**config.mk**
```make
export PLATFORM = sky130hd
export DESIGN_NAME = timekeep_top
export DESIGN_NICKNAME = d
export VERILOG_FILES = /design/src/rtl/timekeep_pkg.sv /design/src/rtl/timekeep_ctrl.sv /design/src/rtl/timekeep_cal.sv /design/src/rtl/timekeep_bin.sv /design/src/rtl/timekeep_top.sv
export SDC_FILE = /design/constraint.sdc
export NUM_CORES = 1
export LEC_CHECK = 0
export ABC_AREA = 0
export BUFFER_PORTS_ARGS = -buffer_cell sky130_fd_sc_hd__buf_2
export CAP_MARGIN = 20
export CELL_PAD_IN_SITES_DETAIL_PLACEMENT = 1
export CELL_PAD_IN_SITES_GLOBAL_PLACEMENT = 1
export CORE_MARGIN = 8
export CORE_UTILIZATION = 47
export CTS_CLUSTER_DIAMETER = 40
export DETAILED_ROUTE_END_ITERATION = 10
export HOLD_SLACK_MARGIN = 0.02
export MAX_ROUTING_LAYER = met4
export PLACE_DENSITY = 0.84
export SYNTH_ARGS = -nofsm -noshare
export SYNTH_HDL_FRONTEND = slang
export SYNTH_HIERARCHICAL = 1
export SYNTH_SLANG_ARGS = --single-unit
export TNS_END_PERCENT = 5
```
**constraint.sdc**
```tcl
create_clock -name clk -period 3.49 [get_ports clk]
set_input_delay 0.698 -clock clk [delete_from_list [all_inputs] [get_ports clk]]
set_output_delay 0.698 -clock clk [all_outputs]
set_load 0.1 [all_outputs]
```
**src/rtl/timekeep_pkg.sv**
```systemverilog
package timekeep_pkg;

    // Register addresses
    localparam int A_CTRL = 0;
    localparam int A_SEC  = 1;
    localparam int A_MIN  = 2;
    localparam int A_HOUR = 3;
    localparam int A_WDAY = 4;
    localparam int A_DAY  = 5;
    localparam int A_MON  = 6;
    localparam int A_YEAR = 7;
    localparam int A_BIN  = 8;

    // Control bit positions
    localparam int C_HALT  = 0;
    localparam int C_MODE  = 1;
    localparam int C_FLAG  = 2;

    typedef enum logic {MODE_CAL = 1'b0, MODE_BIN = 1'b1} cnt_mode_e;

    typedef struct packed {
        logic [7:0] sec;
        logic [7:0] min;
        logic [7:0] hour;
        logic [2:0] wday;
        logic [7:0] day;
        logic [7:0] mon;
        logic [7:0] year;
    } cal_t;

    localparam cal_t CAL_RESET = '{sec: 8'h00, min: 8'h00, hour: 8'h00,
                                   wday: 3'd0, day: 8'h01, mon: 8'h01,
                                   year: 8'h00};

    function automatic logic [7:0] bcd_inc(input logic [7:0] v);
        if (v[3:0] == 4'd9)
            return {v[7:4] + 4'd1, 4'd0};
        return {v[7:4], v[3:0] + 4'd1};
    endfunction

    function automatic logic [6:0] bcd_to_bin(input logic [7:0] v);
        return 7'(v[7:4]) * 7'd10 + 7'(v[3:0]);
    endfunction

    // Years 00..99 map onto 2000..2099, where divisibility by 4 is exact
    function automatic logic is_leap(input logic [7:0] yr);
        logic [6:0] b;
        b = bcd_to_bin(yr);
        return (b[1:0] == 2'b00);
    endfunction

    function automatic logic [7:0] month_last(input logic [7:0] mon,
                                              input logic [7:0] yr);
        case (mon)
            8'h02:                      return is_leap(yr) ? 8'h29 : 8'h28;
            8'h04, 8'h06, 8'h09, 8'h11: return 8'h30;
            default:                    return 8'h31;
        endcase
    endfunction

    function automatic cal_t cal_next(input cal_t c);
        cal_t n;
        n = c;
        if (c.sec != 8'h59) begin
            n.sec = bcd_inc(c.sec);
        end else begin
            n.sec = 8'h00;
            if (c.min != 8'h59) begin
                n.min = bcd_inc(c.min);
            end else begin
                n.min = 8'h00;
                if (c.hour != 8'h23) begin
                    n.hour = bcd_inc(c.hour);
                end else begin
                    n.hour = 8'h00;
                    n.wday = (c.wday == 3'd6) ? 3'd0 : c.wday + 3'd1;
                    if (c.day < month_last(c.mon, c.year)) begin
                        n.day = bcd_inc(c.day);
                    end else begin
                        n.day = 8'h01;
                        if (c.mon != 8'h12) begin
                            n.mon = bcd_inc(c.mon);
                        end else begin
                            n.mon  = 8'h01;
                            n.year = (c.year == 8'h99) ? 8'h00 : bcd_inc(c.year);
                        end
                    end
                end
            end
        end
        return n;
    endfunction

endpackage

```
**src/rtl/timekeep_ctrl.sv**
```systemverilog
module timekeep_ctrl
    import timekeep_pkg::*;
#(
    parameter int ADDR_W = 4
) (
    input  logic              clk,
    input  logic              rst,
    input  logic              tick_i,
    input  logic              wr_en_i,
    input  logic [ADDR_W-1:0] addr_i,
    input  logic [2:0]        wbits_i,
    output logic              halt_o,
    output cnt_mode_e         mode_o,
    output logic              flag_o,
    output logic              adv_o
);

    logic      halt_q;
    cnt_mode_e mode_q;
    logic      flag_q;
    logic      ctrl_wr;

    assign ctrl_wr = wr_en_i && (addr_i == ADDR_W'(A_CTRL));
    assign adv_o   = tick_i && !halt_q;

    always_ff @(posedge clk) begin
        if (rst) begin
            halt_q <= 1'b1;
            mode_q <= MODE_CAL;
            flag_q <= 1'b0;
        end else begin
            if (ctrl_wr) begin
                halt_q <= wbits_i[C_HALT];
                mode_q <= cnt_mode_e'(wbits_i[C_MODE]);
            end
            if (adv_o)
                flag_q <= 1'b1;
            else if (ctrl_wr && wbits_i[C_FLAG])
                flag_q <= 1'b0;
        end
    end

    assign halt_o = halt_q;
    assign mode_o = mode_q;
    assign flag_o = flag_q;

    // a counted tick always leaves the flag set
    assert_flag_set_R10: assert property (@(posedge clk) disable iff (rst)
        (tick_i && !halt_o) |=> flag_o);

    // a clear without a tick drops the flag
    assert_flag_clear_R10: assert property (@(posedge clk) disable iff (rst)
        (wr_en_i && addr_i == ADDR_W'(A_CTRL) && wbits_i[C_FLAG] && !(tick_i && !halt_o))
        |=> !flag_o);

endmodule

```
**src/rtl/timekeep_cal.sv**
```systemverilog
module timekeep_cal
    import timekeep_pkg::*;
#(
    parameter int ADDR_W = 4
) (
    input  logic              clk,
    input  logic              rst,
    input  logic              adv_i,
    input  logic              wr_ok_i,
    input  logic [ADDR_W-1:0] addr_i,
    input  logic [7:0]        wdata_i,
    output cal_t              cal_o
);

    cal_t cal_q;

    always_ff @(posedge clk) begin
        if (rst) begin
            cal_q <= CAL_RESET;
        end else if (adv_i) begin
            cal_q <= cal_next(cal_q);
        end else if (wr_ok_i) begin
            case (int'(addr_i))
                A_SEC:   cal_q.sec  <= wdata_i;
                A_MIN:   cal_q.min  <= wdata_i;
                A_HOUR:  cal_q.hour <= wdata_i;
                A_WDAY:  cal_q.wday <= wdata_i[2:0];
                A_DAY:   cal_q.day  <= wdata_i;
                A_MON:   cal_q.mon  <= wdata_i;
                A_YEAR:  cal_q.year <= wdata_i;
                default: ;
            endcase
        end
    end

    assign cal_o = cal_q;

    // seconds wrap from 59 to 00
    assert_sec_wrap_R3: assert property (@(posedge clk) disable iff (rst)
        (adv_i && cal_o.sec == 8'h59) |=> (cal_o.sec == 8'h00));

    // weekday wraps from 6 to 0 at midnight
    assert_wday_wrap_R3: assert property (@(posedge clk) disable iff (rst)
        (adv_i && cal_o.sec == 8'h59 && cal_o.min == 8'h59 &&
         cal_o.hour == 8'h23 && cal_o.wday == 3'd6) |=> (cal_o.wday == 3'd0));

    // last second of year 99 rolls to year 00, January 01
    assert_century_wrap_R6: assert property (@(posedge clk) disable iff (rst)
        (adv_i && cal_o.sec == 8'h59 && cal_o.min == 8'h59 && cal_o.hour == 8'h23 &&
         cal_o.day == 8'h31 && cal_o.mon == 8'h12 && cal_o.year == 8'h99)
        |=> (cal_o.year == 8'h00 && cal_o.mon == 8'h01 && cal_o.day == 8'h01));

    // with neither an accepted write nor a counted tick, time holds
    assert_cal_hold_R8: assert property (@(posedge clk) disable iff (rst)
        (!adv_i && !wr_ok_i) |=> $stable(cal_o));

endmodule

```
**src/rtl/timekeep_bin.sv**
```systemverilog
module timekeep_bin
    import timekeep_pkg::*;
#(
    parameter int ADDR_W = 4,
    parameter int CNT_W  = 32
) (
    input  logic              clk,
    input  logic              rst,
    input  logic              adv_i,
    input  logic              wr_ok_i,
    input  logic [ADDR_W-1:0] addr_i,
    input  logic [7:0]        wdata_i,
    output logic [CNT_W-1:0]  cnt_o
);

    localparam int NBYTE = CNT_W / 8;

    logic [CNT_W-1:0] cnt_q;
    logic [NBYTE-1:0] byte_hit;

    for (genvar g = 0; g < NBYTE; g++) begin : g_hit
        assign byte_hit[g] = wr_ok_i && (addr_i == ADDR_W'(A_BIN + g));
    end

    always_ff @(posedge clk) begin
        if (rst) begin
            cnt_q <= '0;
        end else if (adv_i) begin
            cnt_q <= cnt_q + CNT_W'(1);
        end else begin
            for (int k = 0; k < NBYTE; k++)
                if (byte_hit[k])
                    cnt_q[k*8 +: 8] <= wdata_i;
        end
    end

    assign cnt_o = cnt_q;

    // full count wraps to zero
    assert_bin_wrap_R7: assert property (@(posedge clk) disable iff (rst)
        (adv_i && cnt_o == '1) |=> (cnt_o == '0));

    // each counted tick adds exactly one
    assert_bin_step_R7: assert property (@(posedge clk) disable iff (rst)
        adv_i |=> (cnt_o == $past(cnt_o) + CNT_W'(1)));

    // binary count holds when neither counting nor written
    assert_bin_hold_R2: assert property (@(posedge clk) disable iff (rst)
        (!adv_i && !wr_ok_i) |=> $stable(cnt_o));

endmodule

```
**src/rtl/timekeep_top.sv**
```systemverilog
module timekeep_top
    import timekeep_pkg::*;
#(
    parameter int ADDR_W = 4,
    parameter int CNT_W  = 32
) (
    input  logic              clk,
    input  logic              rst,
    input  logic              tick_i,
    input  logic              wr_en_i,
    input  logic [ADDR_W-1:0] addr_i,
    input  logic [7:0]        wdata_i,
    output logic [7:0]        rdata_o,
    output logic              upd_flag_o
);

    localparam int NBYTE = CNT_W / 8;

    logic             halt;
    cnt_mode_e        mode;
    logic             flag;
    logic             adv;
    logic             wr_ok;
    logic             cal_adv;
    logic             bin_adv;
    cal_t             cal;
    logic [CNT_W-1:0] cnt;

    timekeep_ctrl #(.ADDR_W(ADDR_W)) u_ctrl (
        .clk     (clk),
        .rst     (rst),
        .tick_i  (tick_i),
        .wr_en_i (wr_en_i),
        .addr_i  (addr_i),
        .wbits_i (wdata_i[2:0]),
        .halt_o  (halt),
        .mode_o  (mode),
        .flag_o  (flag),
        .adv_o   (adv)
    );

    assign wr_ok   = wr_en_i && halt;
    assign cal_adv = adv && (mode == MODE_CAL);
    assign bin_adv = adv && (mode == MODE_BIN);

    timekeep_cal #(.ADDR_W(ADDR_W)) u_cal (
        .clk     (clk),
        .rst     (rst),
        .adv_i   (cal_adv),
        .wr_ok_i (wr_ok),
        .addr_i  (addr_i),
        .wdata_i (wdata_i),
        .cal_o   (cal)
    );

    timekeep_bin #(.ADDR_W(ADDR_W), .CNT_W(CNT_W)) u_bin (
        .clk     (clk),
        .rst     (rst),
        .adv_i   (bin_adv),
        .wr_ok_i (wr_ok),
        .addr_i  (addr_i),
        .wdata_i (wdata_i),
        .cnt_o   (cnt)
    );

    always_comb begin
        rdata_o = 8'h00;
        case (int'(addr_i))
            A_CTRL: rdata_o = {5'b0, flag, mode == MODE_BIN, halt};
            A_SEC:  rdata_o = cal.sec;
            A_MIN:  rdata_o = cal.min;
            A_HOUR: rdata_o = cal.hour;
            A_WDAY: rdata_o = {5'b0, cal.wday};
            A_DAY:  rdata_o = cal.day;
            A_MON:  rdata_o = cal.mon;
            A_YEAR: rdata_o = cal.year;
            default: begin
                for (int k = 0; k < NBYTE; k++)
                    if (addr_i == ADDR_W'(A_BIN + k))
                        rdata_o = cnt[k*8 +: 8];
            end
        endcase
    end

    assign upd_flag_o = flag;

    // in binary mode a tick leaves the calendar untouched
    assert_cal_frozen_bin_R2: assert property (@(posedge clk) disable iff (rst)
        (tick_i && mode == MODE_BIN && !wr_en_i) |=> $stable(cal));

    // a halted block ignores ticks
    assert_halt_ignores_tick_R9: assert property (@(posedge clk) disable iff (rst)
        (tick_i && halt && !wr_en_i) |=> ($stable(cal) && $stable(cnt)));

endmodule

```
# == Word-level counts from Yosys, hierarchy flattened ==
# Cells that the tools add are included.
# word_totals
ff_bits,86
output_inout_bits,9
wordCells,207
# classes
addsub,15
multipliers,1
magnitude_cmp,1
eq_ne,39
mux,90
n_bitwise,1
reduce_logical,40
# ops
op,count
$mux 8,38
$mux 51,2
$pmux 8 s8,1
$add 4x1->4 const B,12
$mux 43,1
$mux 1,41
$eq 4x4->1 const B,10
$mux 35,1
$add 32x1->32 const B,1
$mux 32,1
$mux 27,1
$reduce_bool 2->1,13
$eq 4x3->1 const B,4
$eq 8x3->1 const B,2
$mux 16,1
$ne 8x7->1 const B,2
$pmux 8 s2,1
$ne 3x3->1 const B,5
$reduce_and 5->1,3
$reduce_and 7->1,2
$reduce_and 6->1,2
$logic_and 1x1->1,10
$ne 2x2->1 const B,5
$eq 4x2->1 const B,2
23 further kinds,26

# == Logic depth before layout (Yosys ltp) ==
# Gate-level depths: netlist (run 1).
# logic_depth
depth_word,25
ltp_mapped,13
mapped_depth_nobuf,12

# == By module ==
# Netlist (run 1), hierarchy kept.
# modules_own_cells
module,instances,cells_per_inst,area_each_um2,seq_area_each_um2
timekeep_cal,1,438,3345.7,1021.0
timekeep_bin,1,239,1863.0,640.6
timekeep_top,1,88,837.1,0.0
timekeep_ctrl,1,15,152.6,60.1

# == Worst setup path before layout (run 1) ==
# Ideal clock, no wire load.
# synth_path
kind,input to output
startpoint,input port addr_i[1]
endpoint,output port rdata_o[7]
t_arrival_ps,3059
required_ps,2792
setup_slack_ps,-267
cell_stages,5
n_path_buf,1
cell_sequence,buf_4 nor2b_1 a221o_1 nand2_1 a31oi_1
# synth_between
elab_chain_len,6
elab_cells_between_ends,17
cone_classes,eq/ne: 11; mux: 5; reduce/logical: 1
# synth_rtl
element,line,source
from (decl),timekeep_top.sv:11,"input logic [ADDR_W-1:0] addr_i,"
$eq 4x4->1,timekeep_top.sv:79,if (addr_i == ADDR_W'(A_BIN + k))
$mux 8 (4 in series),timekeep_top.sv:79,
$pmux 8 s8 *,timekeep_top.sv:68,case (int'(addr_i))
to (decl),timekeep_top.sv:13,"output logic [7:0] rdata_o,"
# Mark *: on every way between the ends. The rest lies on a longest branch, timed or not.

# == Final worst setup path (run 1) ==
# layout_path
startpoint,"register u_cal.cal_q, in the netlist u_cal/cal_o[12]"
endpoint,"register u_cal.cal_q, in the netlist u_cal/cal_o[17]"
# layout_between
elab_chain_len,14
elab_cells_between_ends,18
cone_classes,order compare: 1; eq/ne: 5; mux: 11; reduce/logical: 1
# layout_rtl
element,line,source
from (decl),timekeep_cal.sv:15,cal_t cal_q;
from (signal assigned),timekeep_cal.sv:21,cal_q <= cal_next(cal_q);
"$eq 8x3->1, or another cell as far along",timekeep_pkg.sv:54,case (mon)
$reduce_or 4->1,timekeep_pkg.sv:54,
$pmux 8 s2 *,timekeep_pkg.sv:54,
$mux 8 *,timekeep_pkg.sv:72,if (c.hour != 8'h23) begin
$mux 8 *,timekeep_pkg.sv:68,if (c.min != 8'h59) begin
$mux 8 *,timekeep_pkg.sv:64,if (c.sec != 8'h59) begin
$mux 8 *,timekeep_cal.sv:20,end else if (adv_i) begin
$mux 8 *,timekeep_cal.sv:18,if (rst) begin
$lt 8x8->1 *,timekeep_pkg.sv:77,"if (c.day < month_last(c.mon, c.year)) begin"
$mux 8 *,timekeep_pkg.sv:77,
$mux 27 *,timekeep_pkg.sv:72,
$mux 35 *,timekeep_pkg.sv:68,
$mux 43 *,timekeep_pkg.sv:64,
$mux 51 *,timekeep_cal.sv:20,
# Mark *: on every way between the ends. The rest lies on a longest branch, timed or not. The select of a mux whose other input is x is not followed.
# A chain may end at the register's enable or synchronous reset.

==> run summary, run 1 <==
Pwr Total = 0.00224 W
Pleak = 2.42 nW
CTS sink cnt = 86
Vias in the first global route = 6729
First-pass GRT wire length = 37.5 mm
Critical Path, Cell by Cell = inv_1 -> ha_1 -> nor4bb_2 -> and3_1 -> inv_1 -> ha_1 -> or4_1 -> or4_4 -> and2_1 -> o311a_1 -> a211oi_2
Max stage delay on crit path = 0.57 ns
Post-CTS resize count = 0
Final ANT Viol Nets = 0
Setup Buffers After CTS = 0
Synth top area cells = dfxtp_1 (28%), nand2_1 (4.5%), a21oi_1 (4.4%)
CP Class = flip-flop to flip-flop
Fillers = 1632
Slew Limit Fails = 0
Hold Crit Class = flip-flop to flip-flop
Worst hold stages = 2
Initial detailed-routing violation count = 775
#FFs+latches synth = 86
Core ar. = 13100 um2
Post-synth EDFFs = 0
CP endpoint kind = flip-flop
Wire per inst = 24.1 um
Hold_buf cts = 0
Nets = 845
Worst-Margin Slew = 0.855 ns
Rows = 42
Die Y = 131 um
Fmax = 299 MHz
Top_reg_cell synth = dfxtp_1
Synthesized Nets = 817
Sequential fraction of the synthesis area = 27.8%
Synth cell types = 83
Worst-path maximum fanout = 6
H-tree depth = 3
Worst hold start = u_cal/cal_o[38]
Synth warn = 6
Finished Layout Cells = 987
Most frequent cells in the layout = dfxtp_1 (86), nand2_1 (74), nor2_1 (70)
RSZ-0062 raised after global routing = false
Clk buf depth = 2
Multi-input logic area = 4240 um2
Status = complete, no violations
Maximum VDD drop = 214 uV
Power Density = 322 nW/um2
Reg2Reg Capture Point = u_cal/cal_o[17]
Total wire length = 23.7 mm
Post-synth top area cell = dfxtp_1
Synthesized instance count = 780
Worst EP required = 3.75 ns
Final critical-path share of the clock period = 95.9%
I/O pin count = 25
Top cell type's share of synthesized area = 27.8%
Crit path time final = 3.35 ns
Inserted Diodes = 0
DRC errors left = 0
Worst EP arrival = 3.61 ns
CP max stage cell = or4_4
Share of cells above drive strength 1 = 13.3%
Drt pass-1 iters = 7
R2R Setup Slk = 0.14 ns
Syn avg cell area = 7.95 um2
WHS Endpoint = u_cal/cal_o[38]
Max Clock Skew = 0.00892 ns
Largest net degree at the start of global routing = 29
CTS tree = built
Post-DP HPWL = 17.3 mm
P&R area growth vs syn = 12.0%
FF+latch area = 1720 um2
Final setup fails = 0
Relative slew slack = 42.4%
Crit start category = flip-flop
Global Route Usage Sum = 29.1%
Gr ovfl total = 0
Maxcap violations = 0
Starting Density = 47.4%
Worst-skew pair later-pin latency = 0.35 ns
Placer Congestion = 0.954
Worst r2r src = u_cal/cal_o[12]
Num CTS Buffers = 9
Hold Vio Cnt, Final = 0
Placed insts = 973
Commonest non-fill, non-tap cell in the layout = dfxtp_1
R2R depth = 11
Vias per cell = 6.93
Antenna violations before repair = 0
Die ar. = 17100 um2
Worst-path clk slew = 0.06 ns
Ys async rst share = 0%
Via Count = 6839
Post-Syn Area = 6200 um2
Clk root buf = clkbuf_16
Port-buffer cells = 24
Die Wd = 131 um
## cell type report
cell class	count	share of cell area [%]
Clock buffer	10	3.44
Clock inverter	4	0.360
Inverter	22	1.19
Multi-Input combinational cell	635	61.0
Sequential cell	86	24.8
Tap cell	176	3.17
Timing Repair Buffer	54	6.05
## synth_stat cells (4+ instances only)
cell	n
dfxtp_1	86
nand2_1	74
nor2_1	70
a21oi_1	55
o21ai_0	52
nand3_1	44
nor3_1	36
clkbuf_1	26
inv_1	22
ha_1	21
nor2b_1	20
a31oi_1	19
mux2i_1	15
a211oi_1	14
nand4_1	12
o211ai_1	12
mux2_2	10
or3_1	10
and2_1	9
nor3b_1	9
a221oi_1	8
a2bb2oi_1	8
and3_1	7
nand2b_1	7
o21bai_1	7
mux4_2	6
o31ai_1	6
a311oi_1	5
mux4_1	5
nor4bb_1	5
or4_1	5
buf_2	4
nand3b_1	4
nor4_1	4
o21ai_1	4
o311a_1	4
## worst max path at each step
| stage | start | to | cells past startpoint |
|---|---|---|---|
| after floorplan | addr_i[2] | rdata_o[0] | 5 |
| after global placement | u_cal/cal_o[12] | u_cal/cal_o[17] | 11 |
| after detailed placement | u_cal/cal_o[12] | u_cal/cal_o[17] | 11 |
| after CTS | u_cal/cal_o[12] | u_cal/cal_o[17] | 11 |
| after global routing | u_cal/cal_o[12] | u_cal/cal_o[17] | 11 |
| final | u_cal/cal_o[12] | u_cal/cal_o[17] | 11 |
## sequential cells by signal (all words and copies together), names as in the netlist
| name | count |
|---|---|
| u_ctrl/flag_o | 1 |
| u_ctrl/halt_o | 1 |
| u_ctrl/mode_o | 1 |
| u_bin/cnt_o | 32 |
| u_cal/cal_o | 51 |
## power by group
part	internal (W)	switching, W	leakage, nW
clock	0.000492	0.000418	0.126
sequential	0.000998	0.0000291	0.695
combinational	0.0000979	0.000204	1.60
## logic make-up (layout without fill, tap and decap cells)
| family | after synthesis | count (layout) | synth area share [%] |
|---|---|---|---|
| mux | 36 | 36 | 8.54 |
| compound gates | 232 | 232 | 25.0 |
| simple gates | 344 | 344 | 30.0 |
| flops | 86 | 86 | 27.8 |
| fa+ha+maj | 21 | 21 | 4.24 |
| buf+inv | 59 | 90 | 4.22 |
| xor+xnor | 2 | 2 | 0.283 |
## layer usage
metal	global-route usage (%)	routed length, um
met1	35.5	9840
met2	47.8	11600
met3	3.90	1650
met4	12.2	697
met5	-	0
## worst max-delay path, delay by kind of cell (launching register included)
kind | cells | cell delay [ns]
flip-flops | 1 | 0.37
adder cells (fa/ha/maj) | 2 | 0.37
buffers and inverters | 2 | 0.17
AND/OR/NAND/NOR | 5 | 1.75
AO/OA/AOI/OAI | 2 | 0.59
## through the flow
step | instance area, um2 | setup WS [ns] | hold slack [ns] | utilization [%] | setup TNS, ns
after CTS | 6930 | 0.206 | 0.509 | 53.0 | 0
after global routing | 6940 | 0.0198 | 0.551 | 53.1 | 0
after floorplan | 6200 | -0.199 | 0.460 | - | -0.531
after detailed placement | 6670 | 0.221 | 0.498 | 51.0 | 0
final | 6940 | 0.145 | 0.517 | 53.1 | 0
after global placement | 6670 | 0.388 | 0.490 | 51.0 | 0
Power figures use the tool's default switching activity.
==> inputs of run 2 (changes only) <==
--- a/config.mk
+++ b/config.mk
@@ -7,16 +7,15 @@
 export LEC_CHECK = 0
 export ABC_AREA = 0
 export BUFFER_PORTS_ARGS = -buffer_cell sky130_fd_sc_hd__buf_2
-export CAP_MARGIN = 20
 export CELL_PAD_IN_SITES_DETAIL_PLACEMENT = 1
 export CELL_PAD_IN_SITES_GLOBAL_PLACEMENT = 1
 export CORE_MARGIN = 8
-export CORE_UTILIZATION = 47
+export CORE_UTILIZATION = 51
 export CTS_CLUSTER_DIAMETER = 40
 export DETAILED_ROUTE_END_ITERATION = 10
 export HOLD_SLACK_MARGIN = 0.02
 export MAX_ROUTING_LAYER = met4
-export PLACE_DENSITY = 0.84
+export PLACE_DENSITY = 0.9
 export SYNTH_ARGS = -nofsm -noshare
 export SYNTH_HDL_FRONTEND = slang
 export SYNTH_HIERARCHICAL = 1
==> constraint.sdc (replaced) <==
create_clock -name clk -period 4.1 [get_ports clk]
set_input_delay 0.82 -clock clk [delete_from_list [all_inputs] [get_ports clk]]
set_output_delay 0.82 -clock clk [all_outputs]
set_load 0.1 [all_outputs]
==> run 2 against run 1 <==
- critical path depth is 5 lower
- die area shrank 6.9%
- count of clock-buffer cells in the layout up 1
- sequential share of layout area grew 0.56 points
- non-clock buffer count decreased by 15
- first-iteration DRC count rose by 9.8%
- largest cell class unchanged
- worst setup slack improved by 0.23 ns
- clock skew down 0.00088 ns
- register-to-register slack gained 0.38 ns
- via count rose by 0.70%
- flip-flop and latch count is the same
==> run summary, run 2 (synthesized netlist as in run 1, its figures left out) <==
Nets = 830 (-1.8%)
Post-CTS resize count = 0 (unchanged)
Total wire length = 24.7 mm (+4.1%)
GR met3 Demand/Resource = 7.38% (+3.5 points)
Most frequent cells in the layout = dfxtp_1 (86), nand2_1 (74), nor2_1 (70)
Initial detailed-routing violation count = 851 (+9.8%)
Largest net degree at the start of global routing = 46 (+59%)
Global Route Usage Sum = 31.3% (+2.2 points)
Placer Congestion = 0.997 (+4.5%)
Port-buffer cells = 24 (unchanged)
Met1 usage = 37.6% (+2.1 points)
Relative slew slack = 36.3% (-6.1 points)
WHS Endpoint = u_cal/cal_o[14]
GR Util met2 = 47.1% (-0.63 points)
Max Clock Skew = 0.00804 ns (-0.000876 ns)
Antenna violations before repair = 1 (+1)
Total negative slack = 0 ns (unchanged)
Worst-path clk slew = 0.06 ns (about the same)
Hold Vio Cnt, Final = 0 (unchanged)
Die Wd = 126 um (-3.5%)
Slew Limit Fails = 0 (unchanged)
Hold_buf cts = 0 (unchanged)
R2R depth = 11 (unchanged)
Post-layout util = 56.8% (+3.7 points)
Via Count = 6887 (+0.70%)
Clk buf depth = 2 (unchanged)
Gr ovfl total = 0 (unchanged)
Worst hold stages = 2 (unchanged)
Num CTS Buffers = 9 (unchanged)
Die ar. = 15900 um2 (-6.9%)
Worst-skew pair later-pin latency = 0.36 ns (about the same)
Starting Density = 51.8% (+4.4 points)
Worst r2r src = u_cal/cal_o[13]
Crit start category = primary input
P&R area growth vs syn = 9.55%
Final ANT Viol Nets = 0 (unchanged)
DRC errors left = 0 (unchanged)
Pleak = 2.36 nW (-2.3%)
RSZ-0062 raised after global routing = false
Fillers = 1490 (-8.7%)
Setup Buffers After CTS = 0 (unchanged)
Wire per inst = 26.1 um (+8.7%)
Max FFs per register = 51 (unchanged)
H-tree depth = 3 (unchanged)
Clk root buf = clkbuf_16
Worst-Margin Slew = 0.955 ns (+0.100 ns)
Gr busiest metal = met2
CTS sink cnt = 86 (unchanged)
Final setup fails = 0 (unchanged)
Crit path time final = 3.72 ns
R2R Setup Slk = 0.52 ns (+0.38 ns)
Final critical-path share of the clock period = 90.8%
Drt pass-1 iters = 6 (-1)
Vias per cell = 7.28 (+5.1%)
Maxcap violations = 0 (unchanged)
Commonest non-fill, non-tap cell in the layout = dfxtp_1
Worst EP required = 3.28 ns (-0.47 ns)
Maximum VDD drop = 237 uV (+11%)
Hold Crit Class = flip-flop to flip-flop
Vias in the first global route = 6879 (+2.2%)
CP endpoint kind = primary output
I/O pin count = 25 (unchanged)
Worst EP arrival = 2.90 ns (-0.71 ns)
First-pass GRT wire length = 38.3 mm (+2.1%)
Worst-path maximum fanout = 27 (+21)
Worst hold start = u_cal/cal_o[14]
CP Class = primary input to primary output
Pwr Total = 0.00206 W (-7.8%)
Reg2Reg Capture Point = u_cal/cal_o[19]
Die Y = 126 um (-3.5%)
Rows = 40 (-4.8%)
Fmax = 268 MHz
Power Density = 304 nW/um2 (-5.7%)
CTS tree = built
Share of cells above drive strength 1 = 11.5% (-1.8 points)
Status = complete, no violations
Core ar. = 12000 um2 (-8.6%)
Post-DP HPWL = 17.3 mm (+0.23%)
==> run 2: area by class of cell <==
class                           instances  area, um2  share of cell area [%]
Clock buffer                           11        253                    3.72
Sequential cell                        86       1720                    25.4
Inverter                               22       82.6                    1.22
Clock inverter                          5       81.3                    1.20
Antenna cell                            1       2.50                  0.0369
Multi-Input combinational cell        635       4220                    62.1
Timing Repair Buffer                   39        248                    3.65
Tap cell                              147        184                    2.71
==> run 2: power by group <==
part           internal, W  switching, W  leakage [nW]
Sequential        0.000849     0.0000279         0.695
Clock             0.000568      0.000377         0.162
Combinational    0.0000707      0.000172          1.50
Total              0.00149      0.000577          2.36
==> run 2: stage by stage <==
| stage | area, um2 | setup WS [ns] | cells | hold WS, ns |
|---|---|---|---|---|
| 2_1_floorplan | 6200 | 0.0992 | 780 | 0.460 |
| 3_3_place_gp | 6450 | 0.605 | 929 | 0.502 |
| 3_5_place_dp | 6450 | 0.453 | 929 | 0.525 |
| 4_1_cts | 6790 | 0.445 | 945 | 0.551 |
| 5_1_grt | 6790 | 0.266 | 946 | 0.568 |
| 6_report | 6790 | 0.375 | 946 | 0.557 |
==> run 2: worst max path at each step <==
stage | startpoint | endpoint | slack [ns] | depth (start not counted)
global placement | addr_i[2] | rdata_o[4] | 0.60 | 6
CTS | addr_i[2] | rdata_o[4] | 0.44 | 6
detailed placement | addr_i[2] | rdata_o[4] | 0.45 | 6
floorplan | addr_i[1] | rdata_o[7] | 0.1 | 5
finish | addr_i[2] | rdata_o[4] | 0.38 | 6
global route | addr_i[2] | rdata_o[4] | 0.27 | 6
==> run 2: routing by layer <==
metal,share of wire (%),routed length (um)
met5,0,0
met3,10,2480
met1,40,9840
met2,45,11100
met4,5.2,1290
==> run 2: worst max-delay path, stage by stage <==
cell       delay, ns
buf_2           0.45
inv_1           0.40
o2bb2ai_1       0.26
a32o_1          0.15
a2bb2oi_1       0.30
buf_2           0.50
==> inputs of run 3 (changes only) <==
--- a/config.mk
+++ b/config.mk
@@ -14,7 +14,6 @@
 export CTS_CLUSTER_DIAMETER = 40
 export DETAILED_ROUTE_END_ITERATION = 10
 export HOLD_SLACK_MARGIN = 0.02
-export MAX_ROUTING_LAYER = met4
 export PLACE_DENSITY = 0.9
 export SYNTH_ARGS = -nofsm -noshare
 export SYNTH_HDL_FRONTEND = slang
==> run 3 against run 2 <==
- design area decreased by 0.98%
- largest cell class unchanged
- routed wire length decreased by 4.9%
- highest routed layer unchanged
- worst hold slack got worse by 0.025 ns
- worst setup slack improved by 0.10 ns
==> run summary, run 3 (synthesized netlist as in run 1, its figures left out) <==
Drt pass-1 iters = 6 (unchanged)
Worst-Margin Slew = 1.12 ns (+0.163 ns)
Total negative slack = 0 ns (unchanged)
CP endpoint kind = primary output
Total net switching power = 0.000533 W (-7.6%)
Crit path time final = 3.62 ns (-0.104 ns)
Vias per cell = 7.27 (-0.10%)
Maxcap violations = 0 (unchanged)
Relative slew slack = 25.3% (-11 points)
Worst-path maximum fanout = 23 (-15%)
First-pass GRT wire length = 37.1 mm (-3.0%)
Pint = 0.00137 W (-7.7%)
Final worst slack = 0.479 ns (+0.104 ns)
Max FFs per register = 51 (unchanged)
Multi-input logic area = 4220 um2 (unchanged)
Post-CTS resize count = 0 (unchanged)
CP top delay family = buffers and inverters
Core ar. = 12000 um2 (unchanged)
Wire per inst = 24.9 um (-4.6%)
Worst EP required = 3.28 ns (about the same)
Fmax = 276 MHz (+2.9%)
Pwr Total = 0.00191 W (-7.7%)
Post-DP HPWL = 17.1 mm (-1.6%)
CTS sink cnt = 86 (unchanged)
Slew Limit Fails = 0 (unchanged)
Hold Vio Cnt, Final = 0 (unchanged)
Share of cells above drive strength 1 = 11.1% (-0.46 points)
Gr ovfl total = 0 (unchanged)
Antenna violations before repair = 0 (-1)
Vias in the first global route = 6815 (-0.93%)
Worst-path clk slew = 0.06 ns (about the same)
CP bufs+invs = 3 (unchanged)
Largest net degree at the start of global routing = 43 (-6.5%)
Setup Buffers After CTS = 0 (unchanged)
Starting Density = 51.8% (unchanged)
Most frequent cells in the layout = dfxtp_1 (86), nand2_1 (74), nor2_1 (70)
Die ar. = 15900 um2 (unchanged)
DRC errors left = 0 (unchanged)
Max Clock Skew = 0.00466 ns (-0.00338 ns)
CTS tree = built
Worst-skew pair later-pin latency = 0.35 ns (about the same)
Die Y = 126 um (unchanged)
Critical Path, Cell by Cell = buf_2 -> buf_4 -> mux4_2 -> mux2i_1 -> o21ai_1 -> buf_2
P&R area growth vs syn = 8.48%
Pleak = 2.33 nW (-1.2%)
Final ANT Viol Nets = 0 (unchanged)
Hold_buf cts = 0 (unchanged)
Max stage delay on crit path = 0.52 ns (+0.02 ns)
Num CTS Buffers = 9 (unchanged)
Clk root buf = clkbuf_16
Clk buf depth = 2 (unchanged)
Commonest non-fill, non-tap cell in the layout = dfxtp_1
Hold Crit Class = flip-flop to flip-flop
Pre-CTS WS = 0.508 ns (+0.0552 ns)
Rows = 40 (unchanged)
Fillers = 1461 (-1.9%)
CP max stage cell = mux4_2
Combinational share of power = 12.4% (+0.7 points)
CP Class = primary input to primary output
H-tree depth = 3 (unchanged)
Final critical-path share of the clock period = 88.3% (-2.5 points)
RSZ-0062 raised after global routing = false
Placer Congestion = 0.946 (-5.2%)
Sequential Power Share = 46.1% (+3.6 points)
Final setup fails = 0 (unchanged)
Port-buffer cells = 24 (unchanged)
Worst EP arrival = 2.80 ns (-0.10 ns)
Crit start category = primary input
Initial detailed-routing violation count = 862 (+1.3%)
Sw Ratio = 28.0% (about the same)
Status = complete, no violations
Clk network pwr share = 41.5% (-4.3 points)
Power Density = 283 nW/um2 (-6.8%)
FF+latch area = 1720 um2 (unchanged)
Crit path top cell by count = buf_2
Die Wd = 126 um (unchanged)
Via Count = 6858 (-0.42%)
Total wire length = 23.5 mm (-4.9%)
Maximum VDD drop = 190 uV (-20%)
Nets = 829 (-0.12%)
I/O pin count = 25 (unchanged)
Global Route Usage Sum = 29.4% (-1.8 points)
==> run 3: metrics by stage <==
stage                     cell area [um2]  std cells  hold WS [ns]  utilization (%)
after floorplan                      6200        780         0.460                -
after global placement               6450        928         0.493             53.9
after detailed placement             6450        928         0.510             53.9
after CTS                            6720        942         0.522             56.2
after global routing                 6720        942         0.570             56.2
final                                6720        943         0.531             56.2
==> run 3: layer usage <==
| metal | global-route usage (%) | vias to the layer above | share of wire (%) |
|---|---|---|---|
| li1 | - | 3006 | - |
| met1 | 37.7 | 3349 | 41 |
| met2 | 45.9 | 410 | 45 |
| met3 | 6.37 | 93 | 9.9 |
| met4 | 14.7 | 0 | 4.3 |
| met5 | 0 | - | 0 |
==> run 3: path summary, 6_finish.rpt <==
check                        from              end  slack [ns]  cells past startpoint
setup / recovery        addr_i[0]       rdata_o[1]        0.48                      6
setup reg to reg  u_cal/cal_o[12]  u_cal/cal_o[17]        0.60                     11
hold / removal    u_bin/cnt_o[18]  u_bin/cnt_o[18]        0.53                      1
hold reg to reg   u_bin/cnt_o[18]  u_bin/cnt_o[18]        0.53                      1
==> run 3: power groups by stage <==
stage               clock, W  sequential, W  combinational [W]
floorplan                  0       0.000882           0.000158
global placement           0       0.000893           0.000218
detailed placement         0       0.000895           0.000229
CTS                 0.000801       0.000876           0.000231
global route        0.000830       0.000879           0.000249
finish              0.000791       0.000878           0.000237
==> run 3: layout make-up <==
type / instances / share of cell area, %
clock inverter: 1 / 0.0744
inverter: 22 / 1.23
timing repair buffer: 38 / 3.57
multi-input combinational: 635 / 62.7
antenna: 1 / 0.0372
tap: 147 / 2.74
sequential: 86 / 25.6
clock buffer: 13 / 4.02
